**src/rtl/xinit_pkg.sv**
```systemverilog
`timescale 1ns/1ps
package xinit_pkg;

  typedef enum logic [1:0] {
    ST_HOLD  = 2'd0,
    ST_CLEAR = 2'd1,
    ST_WAIT  = 2'd2,
    ST_RUN   = 2'd3
  } seqState_t;

  // Strobes from control to datapath, valid for one cycle
  typedef struct packed {
    logic clrStart;
    logic clrStep;
    logic frameTake;
    logic initStart;
    logic ptrReset;
    logic initAbort;
  } seqStrobe_t;

  // Status returned by the datapath
  typedef struct packed {
    logic clrLast;
    logic initBusy;
  } seqStatus_t;

endpackage

```
**src/rtl/xinit_ctrl.sv**
```systemverilog
`timescale 1ns/1ps
module xinit_ctrl
  import xinit_pkg::*;
#(
  parameter int RST_MIN_LOW = 2
) (
  input  logic       clk,
  input  logic       porIn,
  input  logic       rstNIn,
  input  logic       frameEn,
  input  logic       initReq,
  input  seqStatus_t stat,
  output seqStrobe_t stb,
  output logic       busy,
  output logic       clrDone
);

  localparam int LOW_W = (RST_MIN_LOW > 1) ? $clog2(RST_MIN_LOW) : 1;
  localparam logic [LOW_W-1:0] LOW_LAST = LOW_W'(RST_MIN_LOW - 1);

  logic [LOW_W-1:0] lowCnt;
  logic             ceQ;
  seqState_t        state, stateNxt;
  logic             accept;
  logic             fall;

  assign accept = !rstNIn && (lowCnt == LOW_LAST);
  assign fall   = ceQ && !frameEn;

  always_ff @(posedge clk or posedge porIn) begin
    if (porIn) begin
      lowCnt <= '0;
      ceQ    <= 1'b0;
      state  <= ST_HOLD;
    end else begin
      if (rstNIn)                  lowCnt <= '0;
      else if (lowCnt != LOW_LAST) lowCnt <= lowCnt + 1'b1;
      ceQ   <= frameEn;
      state <= stateNxt;
    end
  end

  always_comb begin
    stb      = '0;
    stateNxt = state;
    if (accept) begin
      stb.ptrReset  = 1'b1;
      stb.initAbort = 1'b1;
      stateNxt      = ST_HOLD;
    end else begin
      unique case (state)
        ST_HOLD: begin
          if (rstNIn) begin
            stb.clrStart = 1'b1;
            stateNxt     = ST_CLEAR;
          end
        end
        ST_CLEAR: begin
          stb.clrStep = 1'b1;
          if (stat.clrLast) stateNxt = ST_WAIT;
        end
        ST_WAIT: begin
          if (fall) begin
            stb.frameTake = 1'b1;
            stb.initStart = initReq;
            stateNxt      = ST_RUN;
          end
        end
        ST_RUN: begin
          if (fall && !stat.initBusy) begin
            stb.frameTake = 1'b1;
            stb.initStart = initReq;
          end
        end
        default: stateNxt = ST_HOLD;
      endcase
    end
  end

  assign busy    = (state != ST_RUN);
  assign clrDone = (state == ST_WAIT) || (state == ST_RUN);


  rst_accept_chk: assert property (@(posedge clk) disable iff (porIn)
    (!rstNIn && $past(!rstNIn)) |=> (busy && !clrDone));


  clear_end_chk: assert property (@(posedge clk) disable iff (porIn)
    $rose(clrDone) |-> $past(stat.clrLast));


  resume_chk: assert property (@(posedge clk) disable iff (porIn)
    $fell(busy) |-> ($past(clrDone) && $past(ceQ) && !$past(frameEn)));

endmodule

```
**src/rtl/xinit_dpath.sv**
```systemverilog
`timescale 1ns/1ps
module xinit_dpath
  import xinit_pkg::*;
#(
  parameter int              CHANNELS     = 4,
  parameter int              ENTRIES      = 32,
  parameter int              WORD_W       = 16,
  parameter logic [WORD_W-1:0] DFLT_WORD  = 16'h0000,
  parameter int              CLEAR_CYCLES = 726,
  parameter int              INIT_CYCLES  = 45,
  localparam int             CH_W         = $clog2(CHANNELS),
  localparam int             ENT_W        = $clog2(ENTRIES),
  localparam int             ADDR_W       = CH_W + ENT_W
) (
  input  logic              clk,
  input  logic              porIn,
  input  seqStrobe_t        stb,
  input  logic              busy,
  input  logic              cfgLaw,
  input  logic              cfgEnable,
  input  logic [1:0]        cfgRate,
  input  logic              serDataIn,
  output seqStatus_t        stat,
  output logic [CH_W-1:0]   chanSel,
  output logic              chanInit,
  output logic              lawQ,
  output logic              enableQ,
  output logic [1:0]        rateQ,
  output logic              memWrEn,
  output logic [ADDR_W-1:0] memWrAddr,
  output logic [WORD_W-1:0] memWrData,
  output logic              serDataOut
);

  localparam int DEPTH = CHANNELS * ENTRIES;
  localparam int CLR_W = $clog2(CLEAR_CYCLES);
  localparam int INI_W = $clog2(INIT_CYCLES);
  localparam logic [CLR_W-1:0] CLR_LAST  = CLR_W'(CLEAR_CYCLES - 1);
  localparam logic [CLR_W-1:0] CLR_DEPTH = CLR_W'(DEPTH);
  localparam logic [INI_W-1:0] INI_LAST  = INI_W'(INIT_CYCLES - 1);
  localparam logic [INI_W-1:0] INI_ENT   = INI_W'(ENTRIES);
  localparam logic [CH_W-1:0]  CH_LAST   = CH_W'(CHANNELS - 1);

  logic [CLR_W-1:0] clrCnt;
  logic [INI_W-1:0] initCnt;
  logic [CH_W-1:0]  chPtr;
  logic             clrWr, initWr;

  // Clear address walker
  always_ff @(posedge clk or posedge porIn) begin
    if (porIn)             clrCnt <= '0;
    else if (stb.clrStart) clrCnt <= '0;
    else if (stb.clrStep)  clrCnt <= clrCnt + 1'b1;
  end

  // Round-robin channel pointer and served channel
  always_ff @(posedge clk or posedge porIn) begin
    if (porIn) begin
      chPtr   <= '0;
      chanSel <= '0;
    end else if (stb.ptrReset) begin
      chPtr   <= '0;
      chanSel <= '0;
    end else if (stb.frameTake) begin
      chanSel <= chPtr;
      chPtr   <= (chPtr == CH_LAST) ? '0 : chPtr + 1'b1;
    end
  end

  // Single-channel init frame counter
  always_ff @(posedge clk or posedge porIn) begin
    if (porIn) begin
      chanInit <= 1'b0;
      initCnt  <= '0;
    end else if (stb.initAbort) begin
      chanInit <= 1'b0;
      initCnt  <= '0;
    end else if (stb.initStart) begin
      chanInit <= 1'b1;
      initCnt  <= '0;
    end else if (chanInit) begin
      if (initCnt == INI_LAST) begin
        chanInit <= 1'b0;
        initCnt  <= '0;
      end else begin
        initCnt  <= initCnt + 1'b1;
      end
    end
  end

  // Captured configuration
  always_ff @(posedge clk or posedge porIn) begin
    if (porIn) begin
      lawQ    <= 1'b0;
      enableQ <= 1'b0;
      rateQ   <= 2'b00;
    end else if (stb.initStart) begin
      lawQ    <= cfgLaw;
      enableQ <= cfgEnable;
      rateQ   <= cfgRate;
    end
  end

  assign clrWr     = stb.clrStep && (clrCnt < CLR_DEPTH);
  assign initWr    = chanInit && (initCnt < INI_ENT);
  assign memWrEn   = clrWr || initWr;
  assign memWrAddr = initWr ? {chanSel, initCnt[ENT_W-1:0]} : clrCnt[ADDR_W-1:0];
  assign memWrData = memWrEn ? DFLT_WORD : '0;

  assign serDataOut    = serDataIn && !busy;
  assign stat.clrLast  = (clrCnt == CLR_LAST);
  assign stat.initBusy = chanInit;


  init_len_chk: assert property (@(posedge clk) disable iff (porIn)
    ($fell(chanInit) && !$past(stb.initAbort)) |-> ($past(initCnt) == INI_LAST));


  ptr_wrap_chk: assert property (@(posedge clk) disable iff (porIn)
    (stb.frameTake && !stb.ptrReset && chPtr == CH_LAST) |=> (chPtr == '0));


  init_hold_chk: assert property (@(posedge clk) disable iff (porIn)
    (chanInit && $past(chanInit)) |-> $stable(chanSel));

endmodule

```
**src/rtl/xcodeInitSeq.sv**
```systemverilog
`timescale 1ns/1ps
module xcodeInitSeq
  import xinit_pkg::*;
#(
  parameter int                CHANNELS     = 4,
  parameter int                ENTRIES      = 32,
  parameter int                WORD_W       = 16,
  parameter logic [WORD_W-1:0] DFLT_WORD    = 16'h5A3C,
  parameter int                CLEAR_CYCLES = 726,
  parameter int                INIT_CYCLES  = 45,
  parameter int                RST_MIN_LOW  = 2,
  localparam int               CH_W         = $clog2(CHANNELS),
  localparam int               ADDR_W       = CH_W + $clog2(ENTRIES)
) (
  input  logic              clk,
  input  logic              porIn,
  input  logic              rstNIn,
  input  logic              frameEn,
  input  logic              initReq,
  input  logic              cfgLaw,
  input  logic              cfgEnable,
  input  logic [1:0]        cfgRate,
  input  logic              serDataIn,
  output logic              busy,
  output logic              clrDone,
  output logic [CH_W-1:0]   chanSel,
  output logic              chanInit,
  output logic              lawQ,
  output logic              enableQ,
  output logic [1:0]        rateQ,
  output logic              memWrEn,
  output logic [ADDR_W-1:0] memWrAddr,
  output logic [WORD_W-1:0] memWrData,
  output logic              serDataOut
);

  seqStrobe_t stb;
  seqStatus_t stat;

  xinit_ctrl #(.RST_MIN_LOW(RST_MIN_LOW)) uCtrl (
    .clk     (clk),
    .porIn   (porIn),
    .rstNIn  (rstNIn),
    .frameEn (frameEn),
    .initReq (initReq),
    .stat    (stat),
    .stb     (stb),
    .busy    (busy),
    .clrDone (clrDone)
  );

  xinit_dpath #(
    .CHANNELS     (CHANNELS),
    .ENTRIES      (ENTRIES),
    .WORD_W       (WORD_W),
    .DFLT_WORD    (DFLT_WORD),
    .CLEAR_CYCLES (CLEAR_CYCLES),
    .INIT_CYCLES  (INIT_CYCLES)
  ) uDpath (
    .clk        (clk),
    .porIn      (porIn),
    .stb        (stb),
    .busy       (busy),
    .cfgLaw     (cfgLaw),
    .cfgEnable  (cfgEnable),
    .cfgRate    (cfgRate),
    .serDataIn  (serDataIn),
    .stat       (stat),
    .chanSel    (chanSel),
    .chanInit   (chanInit),
    .lawQ       (lawQ),
    .enableQ    (enableQ),
    .rateQ      (rateQ),
    .memWrEn    (memWrEn),
    .memWrAddr  (memWrAddr),
    .memWrData  (memWrData),
    .serDataOut (serDataOut)
  );


  wr_source_chk: assert property (@(posedge clk) disable iff (porIn)
    memWrEn |-> ((busy && !clrDone) || chanInit));


  init_run_chk: assert property (@(posedge clk) disable iff (porIn)
    $rose(chanInit) |-> !busy);

endmodule

```
**config.mk**
```make
export PLATFORM = sky130hd
export DESIGN_NAME = xcodeInitSeq
export DESIGN_NICKNAME = d
export VERILOG_FILES = /design/src/rtl/xinit_pkg.sv /design/src/rtl/xinit_ctrl.sv /design/src/rtl/xinit_dpath.sv /design/src/rtl/xcodeInitSeq.sv
export SDC_FILE = /design/constraint.sdc
export NUM_CORES = 1
export LEC_CHECK = 0
export BUFFER_PORTS_ARGS = -buffer_cell sky130_fd_sc_hd__buf_2
export CAP_MARGIN = 30
export CORE_ASPECT_RATIO = 1.75
export CORE_MARGIN = 5
export CORE_UTILIZATION = 45
export CTS_BUF_LIST = sky130_fd_sc_hd__clkbuf_8
export DETAILED_ROUTE_END_ITERATION = 7
export GPL_TIMING_DRIVEN = 0
export PLACE_DENSITY = 0.69
export REMOVE_ABC_BUFFERS = 1
export SKIP_LAST_GASP = 1
export SLEW_MARGIN = 20
export SYNTH_ARGS = -nofsm -noshare
export SYNTH_HDL_FRONTEND = slang
export SYNTH_SLANG_ARGS = --single-unit
```
**constraint.sdc**
```tcl
create_clock -name clk -period 2.4 [get_ports clk]
set_input_delay 0.72 -clock clk [delete_from_list [all_inputs] [get_ports clk]]
set_output_delay 0.72 -clock clk [all_outputs]
set_load 0.01 [all_outputs]
```
==> flow_summary_export.csv, run 1 <==
group,metric,value,unit
status,status,"completed",
layout,drive_gt1_share,32.4,%
clock_network,postCtsHoldBufs,0,
timing,finalSetupViolations,0,
timing,fin_skew,0.00530,ns
die,dieArea,5270,um2
layout,multi_input_area,907,um2
layout,nets,243,
timing,relSlewSlack,56.3,%
logic_synthesis,synth_cell_types,40,
detailed_routing,ant_nets,0,
detailed_routing,drc,0,
detailed_routing,drt_pre_antenna_iters,5,
placed_design,io_buffers,35,
critical_path,worstSetupPathType,"reg2out",
detailed_routing,drt_iter0_drc,24,
critical_path,crit_fanout,6,
clock_network,clockBufferDepth,2,
timing,hold_viol,0,
logic_synthesis,netlist_instances,181,
detailed_routing,wirelength,3930,um
layout,syn_to_final_growth,20.6,%
clock_network,numClockSinks,29,
layout,seq_area,727,um2
detailed_routing,vias_per_cell,5.18,
timing,period_minus_slack,2.35,ns
layout,layout.filler_cells,379,
layout,diodes,0,
critical_path,cp.arrival,1.63,ns
die,fp.dieW,57.1,um
global_route,grt_max_degree,16,
logic_synthesis,netlist.area_leader.share,41.6,%
critical_path,critical_path.startpoint_type,"flop",
logic_synthesis,synthArstFlopShare,100,%
power,finalPower,2030,uW
placed_design,dpl.hpwl,2780,um
power,p_leak,0.00107,uW
timing,max_clock_freq,425,MHz
clock_network,clkLatencyLatePin,0.29,ns
die,core_area,3830,um2
die,die_h,92.4,um
die,row_count,30,
timing,drv_slew,0,
flow_run,maxCapViolations,0,
layout,fin_area,2100,um2
logic_synthesis,syn_area_per_cell,9.64,um2
critical_path,cp-end-kind,"output port",
logic_synthesis,synth.cell_area,1740,um2
logic_synthesis,ys.flop_type,"dfrtp_1",
critical_path,r2r_setup_slack,0.43,ns
clock_network,path_clk_slew,0.07,ns
clock_network,cts-root-buf,"clkbuf_8",
global_route,grt_pass1_wl,6330,um
logic_synthesis,ys_seq_area_share,41.6,%
logic_synthesis,synth_area_leader_cell,"dfrtp_1",
global_route,grt_antenna_before_repair,0,
global_route,gr-total-overflow,0,
placed_design,gp_congestion,0.785,
timing,post-route-period-util,98.0,%
placed_design,placed_area,1890,um2
logic_synthesis,yosys_warnings,0,
detailed_routing,wl_per_cell,14.4,um
die,start_util,45.6,%
critical_path,critPathRequiredTime,1.68,ns
timing,holdWs,0.502,ns
power,powerDensity,963,nW/um2
logic_synthesis,yosys-top-cells-area,"dfrtp_1 42%, buf_4 6.9%, ha_1 6.5%, mux2_2 6.5%, mux2i_1 4.0%",
clock_network,htreeDepth,2,
layout,post-route-util,54.9,%
min_path,hold_class,"reg2reg",
logic_synthesis,synth_edf_count,0,
global_route,grt_pass1_vias,1395,
die,pin_count,44,
detailed_routing,dr_total_vias,1414,
clock_network,cts_buffers,5,
clock_network,cts_tree,"yes",
logic_synthesis,ys_seq_elements,29,
power,ir_drop,0.000629,V
global_route,grt_use_total,15.3,%
timing,worstMarginPinSlew,0.655,ns
routing by layer:
metal | track usage, % | wire [um] | vias up | share of wire [%]
li1 | - | - | 686 | -
met1 | 16.8 | 1460 | 683 | 37
met2 | 27.1 | 2230 | 38 | 57
met3 | 3.21 | 168 | 7 | 4.3
met4 | 7.54 | 74 | 0 | 1.9
met5 | 0 | 0 | - | 0
area by class of cell:
type | count | share of cell area (%)
tap | 48 | 2.86
inverter | 11 | 2.14
sequential | 29 | 34.6
multi-input combinational | 131 | 43.1
clock inverter | 3 | 0.833
timing repair buffer | 46 | 13.2
clock buffer | 5 | 3.27
synthesized netlist by cell type (3+ instances only):
cell      count
nand2b_1      5
o21ai_0       4
xnor2_1       3
mux2i_1       7
nand2_1      18
or3_1         5
mux2_2       10
nor2_1       13
nand3_1       5
a21oi_1      11
nor2b_1       3
dfrtp_1      29
and2_1        3
inv_1        11
ha_1          9
buf_4        16
registers in the layout (all words and copies together), names as in the netlist, 2 cells and up:
| name | count |
|---|---|
| uDpath.chanSel | 2 |
| uCtrl.state | 2 |
| uDpath.initCnt | 6 |
| uDpath.rateQ | 2 |
| uDpath.chPtr | 2 |
| uDpath.clrCnt | 10 |
critical path, cell delays in order, from the launching register on:
cell        delay [ns]
dfrtp_2           0.43
clkinvlp_4        0.19
nor2_4            0.23
mux2_2            0.36
buf_2             0.14
cells by family after synthesis:
logic type               synth area share (%)
adder cells (fa/ha/maj)                  6.46
flip-flops                               41.6
AND/OR/NAND/NOR                          18.7
multiplexers                             10.5
AO/OA/AOI/OAI                            9.61
other                                   0.215
buffers and inverters                    10.4
XOR/XNOR                                 2.51
per-stage QoR:
| stage | TNS [ns] | cells | setup slack [ns] |
|---|---|---|---|
| after floorplan | -0.354 | 169 | -0.0393 |
| after global placement | -4.57 | 252 | -0.396 |
| after detailed placement | -4.70 | 253 | -0.426 |
| after CTS | 0 | 264 | 0.00422 |
| after global routing | -0.0364 | 273 | -0.0110 |
| final | 0 | 273 | 0.0478 |
repair_timing:
item                                    4_1_cts  5_1_grt
pin swaps                                     2        3
cloned                                        1        1
resized for setup                             7        3
endpoints found under the setup margin       16       16
buffers inserted                              2        8
power by group:
| part | total [uW] | internal (uW) | switching (uW) |
|---|---|---|---|
| logic | 903 | 429 | 473 |
| registers | 724 | 600 | 125 |
| clock network | 399 | 200 | 199 |
worst paths after layout:
check                                                start                            end  depth (start not counted)
worst max-delay path             uDpath.chanInit$_DFF_PP0_                   memWrAddr[3]                          4
worst min-delay path            uDpath.enableQ$_DFFE_PP0P_     uDpath.enableQ$_DFFE_PP0P_                          1
worst max register to register  uCtrl.state[0]$_DFFE_PP0P_   uDpath.clrCnt[8]$_DFFE_PP0P_                          6
worst min register to register  uDpath.enableQ$_DFFE_PP0P_     uDpath.enableQ$_DFFE_PP0P_                          1
max in group asynchronous                            porIn      uDpath.chanInit$_DFF_PP0_                          3
min in group asynchronous                            porIn  uDpath.chanSel[1]$_DFFE_PP0P_                          2
placed cells by master, fill, tap and decap left out, types with 2 or more instances in the layout:
| cell | count |
|---|---|
| or3_1 | 5 |
| conb_1 | 8 |
| clkbuf_8 | 5 |
| nor2b_1 | 2 |
| mux2i_1 | 7 |
| buf_4 | 10 |
| dfrtp_1 | 28 |
| clkinvlp_4 | 2 |
| clkinv_2 | 2 |
| nand4_1 | 2 |
| nor2_1 | 11 |
| and2_1 | 3 |
| xor2_1 | 2 |
| inv_1 | 10 |
| o21ai_0 | 4 |
| xnor2_1 | 3 |
| or4_1 | 2 |
| ha_1 | 8 |
| nand4b_1 | 2 |
| a211oi_1 | 2 |
| buf_2 | 35 |
| a21oi_1 | 11 |
| nor2_4 | 3 |
| nand2_1 | 18 |
| a21o_1 | 2 |
| nand3_1 | 5 |
| nand2b_1 | 5 |
| mux2_2 | 10 |
No activity file was read; power rests on OpenSTA's default activity.
==> run 2, diff against run 1 <==
CAP_MARGIN = 25   (was 30)
CORE_ASPECT_RATIO = not set   (was 1.75)
CORE_UTILIZATION = 30   (was 45)
PLACE_DENSITY = not set   (was 0.69)
==> flow_summary_export.csv, run 2 (same netlist as run 1, synthesis figures left out) <==
group,metric,value,unit
critical_path,path_common_cell,"buf_2",
global_route,grt_antenna_before_repair,0,
timing,period_minus_slack,2.31,ns
timing,worstMarginPinSlew,0.625,ns
clock_network,numClockSinks,29,
clock_network,clkLatencyLatePin,0.28,ns
layout,post-route-util,36.9,%
critical_path,cp.arrival,1.59,ns
critical_path,worst-path-buf-inv,2,
placed_design,gp_congestion,0.745,
die,dieArea,7440,um2
layout,drive_gt1_share,29.2,%
layout,reg.largest.list,"uDpath.clrCnt: 10 flops, uDpath.initCnt: 6 flops",
status,status,"completed",
die,die_h,86.3,um
layout,final_common_cell,"buf_2",
timing,hold_viol,0,
timing,rsz0062_at_grt,"false",
die,fp.dieW,86.3,um
layout,syn_to_final_growth,17.9,%
clock_network,cts-root-buf,"clkbuf_8",
critical_path,max_stage_delay,0.27,ns
global_route,grt_pass1_vias,1302,
detailed_routing,drt_iter0_drc,74,
clock_network,cts_buffers,5,
global_route,gr-total-overflow,0,
power,p_sw,755,uW
power,combPwrFrac,43.6,%
critical_path,crit_fanout,10,
critical_path,path_delay_family,"simple AND/OR/NAND/NOR gates",
detailed_routing,wirelength,3750,um
layout,largest_reg_flops,10,
clock_network,clockBufferDepth,2,
detailed_routing,wl_per_cell,13.0,um
detailed_routing,vias_per_cell,4.63,
power,powerDensity,959,nW/um2
global_route,grt_max_degree,30,
timing,fin_skew,0.00384,ns
layout,regMostFlops,"uDpath.clrCnt",
timing,drv_slew,0,
layout,final_cell_mix,"35 x buf_2, 28 x dfrtp_1, 18 x nand2_1",
placed_design,dpl.hpwl,2750,um
critical_path,cp_cell_sequence,"buf_2 -> nor2b_4 -> nor2_4 -> a21o_1 -> buf_2",
power,clkPwrFrac,20.0,%
layout,diodes,0,
die,start_util,31.3,%
critical_path,critPathRequiredTime,1.68,ns
power,power_frac_seq,36.4,%
critical_path,critical_path.startpoint_type,"input pin",
die,core_area,5570,um2
flow_run,maxCapViolations,0,
layout,nets,235,
critical_path,worstSetupPathType,"in2out",
min_path,hold_class,"reg2reg",
detailed_routing,drt_pre_antenna_iters,4,
die,row_count,27,
detailed_routing,drc,0,
die,pin_count,44,
timing,setup_ws,0.0921,ns
power,swShare,38.3,%
critical_path,cp-end-kind,"output port",
global_route,grt_use_total,10.4,%
clock_network,cts_tree,"yes",
timing,max_clock_freq,433,MHz
global_route,grt_pass1_wl,6090,um
placed_design,io_buffers,35,
timing,relSlewSlack,58.3,%
power,p_int,1220,uW
power,ir_drop,0.000276,V
timing,finalSetupViolations,0,
critical_path,crit_slowest_cell,"nor2b_4",
clock_network,path_clk_slew,0.06,ns
power,p_leak,0.00103,uW
clock_network,htreeDepth,2,
clock_network,postCtsHoldBufs,0,
timing,post-route-period-util,96.2,%
placed_design,dp_slack,-0.409,ns
detailed_routing,ant_nets,0,
detailed_routing,dr_total_vias,1332,
[run 2: changes by cell type in the layout (fill, tap and decap cells not counted), sizes merged]
cell,delta
clkbuf,+1
buf,-7
clkinv,-2
nor2,-1
clkinvlp,-2
inv,+2
[run 2: path summary, 6_finish.rpt]
path                       slack [ns]                       endpoint                        start  cells past startpoint
max reg2reg                      0.42   uDpath.clrCnt[8]$_DFFE_PP0P_   uCtrl.state[0]$_DFFE_PP0P_                      6
min in group asynchronous        0.52  uDpath.initCnt[3]$_DFFE_PP0P_                        porIn                      2
max in group asynchronous        1.44      uDpath.chanInit$_DFF_PP0_                        porIn                      2
min reg2reg                      0.50    uDpath.rateQ[1]$_DFFE_PP0P_  uDpath.rateQ[1]$_DFFE_PP0P_                      1
max                              0.09                   memWrData[5]                       rstNIn                      5
min                              0.50    uDpath.rateQ[1]$_DFFE_PP0P_  uDpath.rateQ[1]$_DFFE_PP0P_                      1
[run 2: timing repair]
action                                  CTS  global route
gates cloned                              1             0
gates resized for setup                   7             2
pin swaps                                 2             2
buffers inserted                          3             1
endpoints found under the setup margin   16             9
[run 2: layer usage]
layer  up-vias  GRT usage (%)  part of all wire, %
met2        26           17.0                   48
li1        672              -                    -
met5         -              0                    0
met3         6           3.52                  6.2
met4         0           4.25                  1.6
met1       628           12.6                   44
[run 2: stage by stage]
step	std cells	TNS (ns)	area [um2]	total power (uW)	hold slack [ns]
floorplan	169	-0.354	1630	1240	0.512
finish	288	0	2060	1970	0.499
detailed placement	276	-5.02	1900	1530	0.489
global route	288	0	2060	2130	0.531
global placement	276	-4.92	1900	1510	0.481
CTS	287	0	2040	1970	0.502
[run 2: final cells by class]
class | instances | area [um2]
flip-flops and latches | 29 | 727
clock inverters | 1 | 3.75
clock buffers | 6 | 82.6
multi-input cells | 130 | 906
inverters | 11 | 41.3
fillers | 567 | 3520
repair buffers | 39 | 205
well taps | 72 | 90.1
[run 2: power by group through the flow]
stage	sequential (uW)	combinational, uW	clock [uW]
after floorplan	719	518	0
after global placement	727	785	0
after detailed placement	731	797	0
after CTS	714	851	406
after global routing	738	959	432
final	718	859	395
==> run 3, diff against run 2 <==
CORE_MARGIN = 8   (was 5)
==> flow_summary_export.csv, run 3 (same netlist as run 1, synthesis figures left out) <==
group,metric,value,unit
global_route,grt_antenna_before_repair,0,
critical_path,crit_fanout,8,
critical_path,cp-end-kind,"output port",
timing,max_clock_freq,429,MHz
layout,diodes,0,
clock_network,clkLatencyLatePin,0.28,ns
critical_path,worstSetupPathType,"reg2out",
clock_network,htreeDepth,2,
detailed_routing,wl_per_cell,13.7,um
layout,nets,235,
die,row_count,27,
critical_path,r2r_end,"uDpath.clrCnt[9]$_DFFE_PP0P_",
detailed_routing,vias_per_cell,4.79,
global_route,gr-total-overflow,0,
clock_network,postCtsHoldBufs,0,
layout,largest_reg_flops,10,
die,die_h,92.3,um
placed_design,placed_area,1900,um2
placed_design,io_buffers,35,
layout,syn_to_final_growth,18.0,%
timing,relSlewSlack,60.1,%
power,powerDensity,973,nW/um2
layout,final_cell_mix,"35 x buf_2, 28 x dfrtp_1, 18 x nand2_1, 11 x nor2_1, 11 x a21oi_1",
layout,reg.largest.list,"uDpath.clrCnt: 10 flops, uDpath.initCnt: 6 flops",
placed_design,dpl.hpwl,2910,um
layout,regMostFlops,"uDpath.clrCnt",
die,dieArea,8510,um2
critical_path,critical_path.startpoint_type,"flop",
clock_network,path_clk_slew,0.06,ns
detailed_routing,drc,0,
timing,fin_skew,0.00542,ns
clock_network,numClockSinks,29,
power,ir_drop,0.000327,V
critical_path,cp.arrival,1.61,ns
timing,hold_viol,0,
status,status,"completed",
die,start_util,31.3,%
detailed_routing,dr_total_vias,1385,
layout,drive_gt1_share,30.0,%
timing,finalSetupViolations,0,
clock_network,cts_buffers,5,
clock_network,cts-root-buf,"clkbuf_8",
timing,post-route-period-util,97.1,%
detailed_routing,drt_pre_antenna_iters,4,
critical_path,r2r_start,"uCtrl.state[0]$_DFFE_PP0P_",
clock_network,clockBufferDepth,2,
die,core_area,5570,um2
layout,final_cells,289,
detailed_routing,ant_nets,0,
layout,layout.filler_cells,578,
critical_path,reg2reg_depth,6,
global_route,grt_use_total,9.34,%
layout,final_common_cell,"buf_2",
flow_run,maxCapViolations,0,
detailed_routing,drt_iter0_drc,101,
timing,period_minus_slack,2.33,ns
layout,fin_area,2060,um2
placed_design,gp_congestion,0.750,
global_route,grt_pass1_wl,6530,um
die,fp.dieW,92.3,um
timing,holdWs,0.500,ns
detailed_routing,wirelength,3950,um
timing,tns,0,ns
critical_path,critPathRequiredTime,1.68,ns
placed_design,dp_cells,276,
timing,worstMarginPinSlew,0.597,ns
critical_path,r2r_setup_slack,0.45,ns
clock_network,cts_tree,"yes",
die,pin_count,44,
power,finalPower,2000,uW
global_route,grt_pass1_vias,1353,
min_path,hold_class,"in2async",
timing,drv_slew,0,
global_route,grt_max_degree,30,
power,p_leak,0.00103,uW
-- run 3: how the worst max path moves through the flow --
| stage | start | end | cells past startpoint |
|---|---|---|---|
| 6_report | uDpath.chanInit$_DFF_PP0_ | memWrAddr[6] | 4 |
| 5_1_grt | uDpath.chanInit$_DFF_PP0_ | memWrAddr[6] | 4 |
| 4_1_cts | uDpath.chanInit$_DFF_PP0_ | memWrAddr[6] | 4 |
| 3_5_place_dp | rstNIn | memWrData[14] | 5 |
| 3_3_place_gp | rstNIn | memWrData[11] | 5 |
| 2_1_floorplan | rstNIn | memWrData[11] | 3 |
-- run 3: power by group --
part           switching (uW)  internal [uW]
Sequential                121            600
Combinational             459            379
Clock                     186            259
-- run 3: layout make-up --
cell class,instances,area [um2],share of cell area [%]
Multi-Input combinational cell,130,896,43.5
Sequential cell,29,727,35.3
Timing Repair Buffer,39,203,9.85
Clock buffer,7,96.3,4.68
Tap cell,72,90.1,4.38
Inverter,11,41.3,2.01
Clock inverter,1,5.00,0.243
-- run 3: what timing repair did --
action	4_1_cts	5_1_grt
setup buffers	1	3
endpoints found under the hold margin	0	0
pin swaps	1	2
resized for setup	7	1
endpoints found under the setup margin	16	16
cloned	1	0
-- run 3: per-layer routing --
metal	share of wire, %	global-route usage (%)	vias up
met3	6.2	3.67	7
li1	-	-	668
met4	1.3	3.09	0
met1	44	11.0	675
met5	0	0	-
met2	48	15.1	35
-- run 3: critical path: stages (launching register included) --
cell and delay, ns:
dfrtp_2 0.42, inv_1 0.13, nor2_4 0.26, mux2_2 0.38, buf_2 0.14
-- run 3: per-stage QoR --
step	util, %	setup WS [ns]
5_1_grt	36.9	-0.00650
6_report	36.9	0.0704
4_1_cts	36.5	0.00392
3_5_place_dp	34.0	-0.445
3_3_place_gp	34.0	-0.396
2_1_floorplan	-	-0.0393
